==> src/rtl/plk_pkg.sv <==
package plk_pkg;

  typedef struct packed {
    logic set;
    logic clr;
  } pulse_t;

  localparam pulse_t PULSE_NONE = '{set: 1'b0, clr: 1'b0};

  function automatic pulse_t encode_level(input logic lvl);
    pulse_t p;
    p.set = lvl;
    p.clr = ~lvl;
    return p;
  endfunction

endpackage

==> src/rtl/plk_sync.sv <==
module plk_sync #(
  parameter int STAGES = 2
) (
  input  logic clk,
  input  logic rst_n,
  input  logic d,
  output logic q
);
  logic [STAGES-1:0] chain;

  generate
    for (genvar i = 0; i < STAGES; i++) begin : g_stage
      if (i == 0) begin : g_first
        always_ff @(posedge clk) begin
          if (!rst_n) chain[0] <= 1'b0;
          else        chain[0] <= d;
        end
      end else begin : g_next
        always_ff @(posedge clk) begin
          if (!rst_n) chain[i] <= 1'b0;
          else        chain[i] <= chain[i-1];
        end
      end
    end
  endgenerate

  assign q = chain[STAGES-1];
endmodule

==> src/rtl/plk_tx.sv <==
module plk_tx
  import plk_pkg::*;
#(
  parameter int REFRESH_TICKS = 12,
  parameter int SYNC_STAGES   = 2
) (
  input  logic clk,
  input  logic rst_n,
  input  logic bit_tick,
  input  logic lvl_in,
  output logic set_o,
  output logic clr_o
);
  localparam int CW = $clog2(REFRESH_TICKS + 1);
  localparam logic [CW-1:0] LAST = CW'(REFRESH_TICKS - 1);

  logic          lvl_s;
  logic          lvl_d;
  logic          edge_seen;
  logic [CW-1:0] idle_cnt;
  pulse_t        pulse_q;
  pulse_t        pulse_n;
  logic          refresh_due;

  plk_sync #(.STAGES(SYNC_STAGES)) u_sync (
    .clk  (clk),
    .rst_n(rst_n),
    .d    (lvl_in),
    .q    (lvl_s)
  );

  assign edge_seen   = lvl_s ^ lvl_d;
  assign refresh_due = bit_tick && (idle_cnt == LAST);

  always_comb begin
    pulse_n = PULSE_NONE;
    if (edge_seen || refresh_due) pulse_n = encode_level(lvl_s);
  end

  always_ff @(posedge clk) begin
    if (!rst_n) begin
      lvl_d    <= 1'b0;
      idle_cnt <= '0;
      pulse_q  <= PULSE_NONE;
    end else begin
      lvl_d   <= lvl_s;
      pulse_q <= pulse_n;
      if (edge_seen || refresh_due) idle_cnt <= '0;
      else if (bit_tick)            idle_cnt <= idle_cnt + 1'b1;
    end
  end

  assign set_o = pulse_q.set;
  assign clr_o = pulse_q.clr;
endmodule

==> src/rtl/plk_rx.sv <==
module plk_rx
  import plk_pkg::*;
#(
  parameter int   WDOG_TICKS  = 36,
  parameter logic DEFAULT_LVL = 1'b0
) (
  input  logic clk,
  input  logic rst_n,
  input  logic bit_tick,
  input  logic set_i,
  input  logic clr_i,
  output logic lvl_o,
  output logic dead_o
);
  localparam int CW = $clog2(WDOG_TICKS + 1);
  localparam logic [CW-1:0] LAST = CW'(WDOG_TICKS - 1);

  pulse_t        rx_p;
  logic          any_pulse;
  logic          expire;
  logic [CW-1:0] quiet_cnt;
  logic          lvl_q;
  logic          dead_q;

  assign rx_p      = '{set: set_i, clr: clr_i};
  assign any_pulse = rx_p.set | rx_p.clr;
  assign expire    = !dead_q && bit_tick && (quiet_cnt == LAST);

  always_ff @(posedge clk) begin
    if (!rst_n) begin
      lvl_q     <= DEFAULT_LVL;
      dead_q    <= 1'b1;
      quiet_cnt <= '0;
    end else if (any_pulse) begin
      lvl_q     <= !rx_p.clr;
      dead_q    <= 1'b0;
      quiet_cnt <= '0;
    end else if (expire) begin
      lvl_q     <= DEFAULT_LVL;
      dead_q    <= 1'b1;
      quiet_cnt <= '0;
    end else if (bit_tick && !dead_q) begin
      quiet_cnt <= quiet_cnt + 1'b1;
    end
  end

  assign lvl_o  = lvl_q;
  assign dead_o = dead_q;
endmodule

==> src/rtl/pulse_level_link.sv <==
module pulse_level_link #(
  parameter int   REFRESH_TICKS = 12,
  parameter int   WDOG_TICKS    = 36,
  parameter logic DEFAULT_LVL   = 1'b0,
  parameter int   SYNC_STAGES   = 2
) (
  input  logic clk,
  input  logic rst_n,
  input  logic bit_tick,
  input  logic lvl_in,
  output logic tx_set,
  output logic tx_clr,
  input  logic rx_set,
  input  logic rx_clr,
  output logic rx_lvl,
  output logic rx_dead
);
  generate
    if (WDOG_TICKS <= REFRESH_TICKS) begin : g_bad_cfg
      initial $error("watchdog limit must exceed refresh interval");
    end
  endgenerate

  plk_tx #(
    .REFRESH_TICKS(REFRESH_TICKS),
    .SYNC_STAGES  (SYNC_STAGES)
  ) u_tx (
    .clk     (clk),
    .rst_n   (rst_n),
    .bit_tick(bit_tick),
    .lvl_in  (lvl_in),
    .set_o   (tx_set),
    .clr_o   (tx_clr)
  );

  plk_rx #(
    .WDOG_TICKS (WDOG_TICKS),
    .DEFAULT_LVL(DEFAULT_LVL)
  ) u_rx (
    .clk     (clk),
    .rst_n   (rst_n),
    .bit_tick(bit_tick),
    .set_i   (rx_set),
    .clr_i   (rx_clr),
    .lvl_o   (rx_lvl),
    .dead_o  (rx_dead)
  );
endmodule

==> config.mk <==
export PLATFORM = sky130hd
export DESIGN_NAME = pulse_level_link
export DESIGN_NICKNAME = d
export VERILOG_FILES = /design/src/rtl/plk_pkg.sv /design/src/rtl/plk_sync.sv /design/src/rtl/plk_tx.sv /design/src/rtl/plk_rx.sv /design/src/rtl/pulse_level_link.sv
export SDC_FILE = /design/constraint.sdc
export NUM_CORES = 1
export LEC_CHECK = 0
export BUFFER_PORTS_ARGS = -buffer_cell sky130_fd_sc_hd__buf_2
export CAP_MARGIN = 10
export CORE_MARGIN = 2
export CORE_UTILIZATION = 52
export CTS_CLUSTER_DIAMETER = 40
export DETAILED_ROUTE_END_ITERATION = 6
export PLACE_DENSITY = 0.73
export SETUP_SLACK_MARGIN = 0.3
export SLEW_MARGIN = 5
export SYNTH_ARGS = -nofsm -noshare
export SYNTH_HDL_FRONTEND = slang
export SYNTH_HIERARCHICAL = 1
export SYNTH_SLANG_ARGS = --single-unit
==> constraint.sdc <==
create_clock -name clk -period 1.5 [get_ports clk]
set_input_delay 0.3 -clock clk [delete_from_list [all_inputs] [get_ports clk]]
set_output_delay 0.3 -clock clk [all_outputs]
set_load 0.05 [all_outputs]
==> results of run 1 <==
-- routing by layer --
layer  global-route usage, %  up-vias  routed length (um)
met5                       0        -                   0
met4                    12.1        0                  26
met3                    4.89        4                  37
met2                    28.1        8                 593
met1                    22.6      258                 626
li1                        -      297                   -
-- kinds of logic after synthesis --
family / after synthesis / share of synthesized area, %
flip-flops: 17 / 47.6
buffers and inverters: 5 / 2.80
AND/OR/NAND/NOR: 30 / 26.0
XOR/XNOR: 5 / 6.12
AO/OA/AOI/OAI: 14 / 12.6
adder cells (fa/ha/maj): 2 / 3.50
multiplexers: 1 / 1.40
-- registers in the layout (all words and copies together), names as in the netlist --
name,cells
u_tx/set_o,1
u_rx/quiet_cnt,6
u_tx/lvl_d,1
u_rx/dead_o,1
u_rx/lvl_o,1
u_tx/u_sync/chain,1
u_tx/clr_o,1
u_tx/u_sync/q,1
u_tx/idle_cnt,4
-- cell type report --
| type | instances | area (um^2) | share of cell area [%] |
|---|---|---|---|
| Clock buffer | 4 | 26.3 | 2.98 |
| Inverter | 4 | 15.0 | 1.70 |
| Tap cell | 15 | 18.8 | 2.13 |
| Timing Repair Buffer | 14 | 90.1 | 10.2 |
| Multi-Input combinational cell | 52 | 377 | 42.8 |
| Sequential cell | 17 | 354 | 40.2 |
-- worst max path at each step --
stage	from	endpoint	cells past startpoint
CTS	u_rx/quiet_cnt[2]$_SDFFE_PP0P_	u_rx/quiet_cnt[1]$_SDFFE_PP0P_	3
global route	u_rx/quiet_cnt[0]$_SDFFE_PP0P_	u_rx/quiet_cnt[2]$_SDFFE_PP0P_	4
detailed placement	bit_tick	u_rx/quiet_cnt[5]$_SDFFE_PP0P_	4
finish	u_rx/quiet_cnt[4]$_SDFFE_PP0P_	u_rx/quiet_cnt[1]$_SDFFE_PP0P_	3
global placement	bit_tick	u_rx/quiet_cnt[2]$_SDFFE_PP0P_	4
floorplan	u_rx/dead_o$_SDFFE_PN1P_	u_rx/quiet_cnt[5]$_SDFFE_PP0P_	3
-- critical path, stage by stage (launching register included) --
cell and delay [ns]:
dfxtp_2 0.35, or4b_4 0.59, o211ai_2 0.15, a21oi_1 0.07
-- placed cells by master, fill, tap and decap left out, types with 3 or more instances in the layout --
master	n
a21oi_1	5
buf_2	6
nand2_1	3
clkbuf_4	4
dfxtp_4	3
and2_1	3
nand2b_1	3
inv_1	4
dfxtp_1	12
buf_4	7
o21ai_0	3
or3_1	4
nor2_1	4
xnor2_1	3
-- power by group --
| group | total (mW) | switching, mW | internal (mW) | leakage (nW) |
|---|---|---|---|---|
| registers | 0.470 | 0.00963 | 0.460 | 0.141 |
| logic | 0.0697 | 0.0408 | 0.0289 | 0.170 |
| clock network | 0.242 | 0.138 | 0.103 | 0.0150 |
| total | 0.781 | 0.189 | 0.593 | 0.326 |
-- timing repair --
action                                  in CTS  in global routing
endpoints found under the setup margin       8                  7
buffers inserted                             5                  0
gates resized for setup                      5                  4
pin swaps                                    5                  2
-- through the flow --
step / hold WS [ns] / instance area [um^2] / setup slack (ns)
final: 0.209 / 881 / 0.220
after global routing: 0.211 / 881 / 0.154
after CTS: 0.207 / 868 / 0.234
after detailed placement: 0.430 / 793 / 0.180
after global placement: 0.422 / 793 / 0.217
after floorplan: 0.379 / 734 / 0.296
==> impl_metrics.py, run 1 <==
metrics = {
    "clock_tree": {
        "cts_tree": "done",
        "ctsHoldBuffers": 0,
        "clk_pin_slew_ns": 0.09,
        "clock_sinks": 17,
        "clock_latency_ns": 0.29,
        "cts_buffer_depth": 2,
        "cts_root_buffer": "clkbuf_4",
        "h-tree-depth": 1,
        "numCtsBuffers": 3,
    },
    "critical_path": {
        "r2r_setup_slack_ns": 0.22,
        "r2r-start": "u_rx/quiet_cnt[4]$_SDFFE_PP0P_",
        "crit_arrival_ns": 1.45,
        "reg2reg_to": "u_rx/quiet_cnt[1]$_SDFFE_PP0P_",
        "start_kind": "flop",
        "crit_type": "flop to flop",
        "cp.required_ns": 1.67,
        "reg2regPathDepth": 3,
        "crit_fanout": 5,
        "worstSetupEndpointType": "flop",
    },
    "sta": {
        "max-slew-margin-rel_pct": 77.7,
        "finClkSkew_ns": 0.00151,
        "rsz0062_at_grt": "true",
        "slew_viol_final": 0,
        "fin_tns_setup_ns": 0,
        "worst_pin_slew_ns": 0.331,
        "period_share_pct": 85.3,
        "final_hold_viol_count": 0,
        "post-route-min-period_ns": 1.28,
        "fmax_ghz": 0.781,
        "setup_viol": 0,
    },
    "logic_synthesis": {
        "synth_seq_cells": 17,
        "synth-seq-area-share_pct": 47.6,
        "synth_cells": 74,
        "yosysWarnings": 6,
        "yosysTopAreaCell": "dfxtp_1",
        "synth_cell_types": 29,
        "synth_common_cells": "dfxtp_1, a21oi_1, inv_1, nor2_1, or3_1",
        "synth_fp_nets": 82,
        "synth_flop_cell": "dfxtp_1",
        "yosysMostFrequentCell": "dfxtp_1",
        "synth.area.top_cells": "dfxtp_1, xnor2_1, a21oi_1, ha_1, or3_1",
        "netlist_area_um2": 716,
        "synthArstFlopShare_pct": 0,
        "synth.top_cell.area_share_pct": 47.6,
        "syn_area_per_cell_um2": 9.67,
        "synth_edf_count": 0,
    },
    "hold_path": {
        "holdCritStartpoint": "lvl_in",
        "hold_path_class": "primary input to flop",
        "min_to": "u_tx/u_sync/chain[0]$_SDFF_PN0_",
        "hold_depth": 2,
    },
    "place": {
        "dpl.hpwl_um": 884,
        "place.port_buffers": 9,
        "post-place-cells": 97,
        "gp_congestion": 0.640,
    },
    "global_route": {
        "grt_pass1_wl_um": 1940,
        "track_usage_pct": 18.4,
        "grt_max_degree": 11,
        "antenna_found_initial": 0,
        "grt_pass1_vias": 480,
        "grt.overflow.total": 0,
    },
    "routing": {
        "ant_nets": 0,
        "first_pass_iters": 2,
        "vias": 567,
        "avgRoutedWirePerCell_um": 12.1,
        "wl_um": 1280,
        "drt_iter0_markers": 3,
        "viasPerCell": 5.35,
        "drc": 0,
    },
    "floorplan": {
        "row_count": 13,
        "die_y_um": 41.1,
        "die_x_um": 41.1,
        "initial_core_util_pct": 55.0,
        "core-area_mm2": 0.00130,
        "io_pins": 10,
        "dieArea_mm2": 0.00169,
    },
    "power": {
        "ir_drop_mv": 0.630,
        "power_mw": 0.781,
        "power_density_mw_per_mm2": 887,
        "leakage_nw": 0.326,
    },
    "run": {
        "drv_cap": 0,
    },
    "final_layout": {
        "area_growth_pct": 23.1,
        "fin_cells": 106,
        "layout.nets": 100,
        "nFillCells": 107,
        "antenna_cells": 0,
        "drive_above_1_share_pct": 30.8,
        "fin_util_pct": 67.7,
    },
    "status": {
        "outcome": "completed",
    },
}
(Power assumes the default switching activity.)
==> inputs of run 2 (changes only) <==
--- a/config.mk
+++ b/config.mk
@@ -8,10 +8,10 @@
 export BUFFER_PORTS_ARGS = -buffer_cell sky130_fd_sc_hd__buf_2
 export CAP_MARGIN = 10
 export CORE_MARGIN = 2
-export CORE_UTILIZATION = 52
+export CORE_UTILIZATION = 45
 export CTS_CLUSTER_DIAMETER = 40
 export DETAILED_ROUTE_END_ITERATION = 6
-export PLACE_DENSITY = 0.73
+export PLACE_DENSITY = 0.65
 export SETUP_SLACK_MARGIN = 0.3
 export SLEW_MARGIN = 5
 export SYNTH_ARGS = -nofsm -noshare
==> impl_metrics.py, run 2 (synthesis results as in run 1) <==
metrics = {
    "sta": {
        "post-route-min-period_ns": 1.26,
        "rsz0062_at_grt": "true",
        "fin_tns_setup_ns": 0,
        "slew_viol_final": 0,
        "final_hold_viol_count": 0,
        "max-slew-margin-rel_pct": 77.8,
        "whs_ns": 0.214,
        "finClkSkew_ns": 0.00362,
        "fmax_ghz": 0.791,
        "setup_viol": 0,
        "worst_pin_slew_ns": 0.333,
        "period_share_pct": 84.3,
    },
    "critical_path": {
        "crit_fanout": 4,
        "start_kind": "flop",
        "r2r-start": "u_rx/quiet_cnt[2]$_SDFFE_PP0P_",
        "cp.required_ns": 1.67,
        "r2r_setup_slack_ns": 0.24,
        "reg2reg_to": "u_rx/quiet_cnt[1]$_SDFFE_PP0P_",
        "startpoint": "u_rx/quiet_cnt[2]$_SDFFE_PP0P_",
        "worstSetupEndpointType": "flop",
        "crit_type": "flop to flop",
        "reg2regPathDepth": 3,
        "crit_arrival_ns": 1.43,
    },
    "clock_tree": {
        "clk_pin_slew_ns": 0.10,
        "clock_sinks": 17,
        "clock_latency_ns": 0.28,
        "h-tree-depth": 1,
        "cts_buffer_depth": 2,
        "ctsHoldBuffers": 0,
        "numCtsBuffers": 3,
        "cts_root_buffer": "clkbuf_4",
        "cts_tree": "done",
    },
    "final_layout": {
        "nFillCells": 144,
        "largest_register": "u_rx/quiet_cnt",
        "area_growth_pct": 23.6,
        "reg_top3": "u_rx/quiet_cnt (6), u_tx/idle_cnt (4)",
        "fin_cells": 106,
        "final_area_um2": 885,
        "drive_above_1_share_pct": 33.3,
        "final_common_cell": "dfxtp_1",
        "antenna_cells": 0,
        "largest_reg_flops": 6,
        "layout_common_cells": "dfxtp_1, buf_2, buf_4, a21oi_1",
        "layout.nets": 99,
    },
    "place": {
        "gp_congestion": 0.713,
        "dpl.hpwl_um": 885,
        "dpl_cell_area_um2": 795,
        "post-place-cells": 98,
        "place.port_buffers": 9,
    },
    "global_route": {
        "grt_max_degree": 11,
        "grt.overflow.total": 0,
        "grt_pass1_vias": 580,
        "track_usage_pct": 16.0,
        "antenna_found_initial": 0,
        "grt_pass1_wl_um": 2280,
    },
    "floorplan": {
        "die_y_um": 43.9,
        "initial_core_util_pct": 47.5,
        "row_count": 14,
        "io_pins": 10,
        "die_x_um": 43.9,
        "dieArea_mm2": 0.00193,
        "core-area_mm2": 0.00151,
    },
    "routing": {
        "ant_nets": 0,
        "first_pass_iters": 4,
        "avgRoutedWirePerCell_um": 11.9,
        "wl_um": 1260,
        "drt_iter0_markers": 1,
        "vias": 576,
        "drc": 0,
        "viasPerCell": 5.43,
    },
    "hold_path": {
        "hold_depth": 2,
        "min_to": "u_tx/u_sync/chain[0]$_SDFF_PN0_",
        "hold_path_class": "primary input to flop",
        "holdCritStartpoint": "lvl_in",
    },
    "power": {
        "power_density_mw_per_mm2": 881,
        "leakage_nw": 0.327,
        "ir_drop_mv": 0.671,
    },
    "status": {
        "outcome": "completed",
    },
    "run": {
        "drv_cap": 0,
    },
}
==> run 2: changes by cell type in the layout (fill, tap and decap cells not counted), sizes merged <==
| cell | previous run | this run |
|---|---|---|
| clkinv | 0 | 1 |
| buf | 13 | 12 |
| clkbuf | 5 | 4 |
==> run 2: where the power goes <==
part / internal (mW) / total [mW] / leakage (nW) / switching, mW
clock: 0.0990 / 0.240 / 0.0177 / 0.141
combinational: 0.0298 / 0.0710 / 0.167 / 0.0413
sequential: 0.459 / 0.469 / 0.142 / 0.00988
total: 0.588 / 0.780 / 0.327 / 0.192
==> run 2: final cells by class <==
type	instances	area, um^2	share of cell area [%]
clock buffers	3	22.5	2.55
multi-input cells	52	378	42.7
flip-flops and latches	17	358	40.5
clock inverters	1	5.00	0.566
well taps	16	20.0	2.26
repair buffers	13	86.3	9.76
inverters	4	15.0	1.70
==> run 2: worst max path at each step <==
stage,cells past startpoint,slack (ns),endpoint
3_3_place_gp,4,0.23,u_rx/quiet_cnt[5]$_SDFFE_PP0P_
3_5_place_dp,4,0.19,u_rx/quiet_cnt[2]$_SDFFE_PP0P_
5_1_grt,3,0.20,u_rx/quiet_cnt[1]$_SDFFE_PP0P_
2_1_floorplan,3,0.30,u_rx/quiet_cnt[5]$_SDFFE_PP0P_
4_1_cts,3,0.22,u_rx/quiet_cnt[1]$_SDFFE_PP0P_
6_report,3,0.24,u_rx/quiet_cnt[1]$_SDFFE_PP0P_
==> run 2: metrics by stage <==
step           setup WS [ns]  utilization [%]  total power, mW
2_1_floorplan          0.296                -            0.531
6_report               0.236             58.7            0.780
3_5_place_dp           0.192             52.7            0.551
4_1_cts                0.221             57.5            0.802
5_1_grt                0.204             58.7            0.822
3_3_place_gp           0.229             52.7            0.550
==> run 2: timing repair <==
action	4_1_cts	5_1_grt
setup endpoints to repair	8	9
pin swaps	3	1
hold endpoints to repair	0	0
gates resized for setup	6	7
buffers inserted	4	0
==> run 2: routing by layer <==
layer	global-route usage, %	wire length, um
met4	10.9	10
met5	0	0
met1	19.4	581
met3	2.50	34
met2	25.9	634
==> run 2: worst max-delay path, stage by stage (launching register included) <==
cell      delay (ns)
dfxtp_4         0.36
or4b_4          0.55
o211ai_2        0.16
a21oi_1         0.07
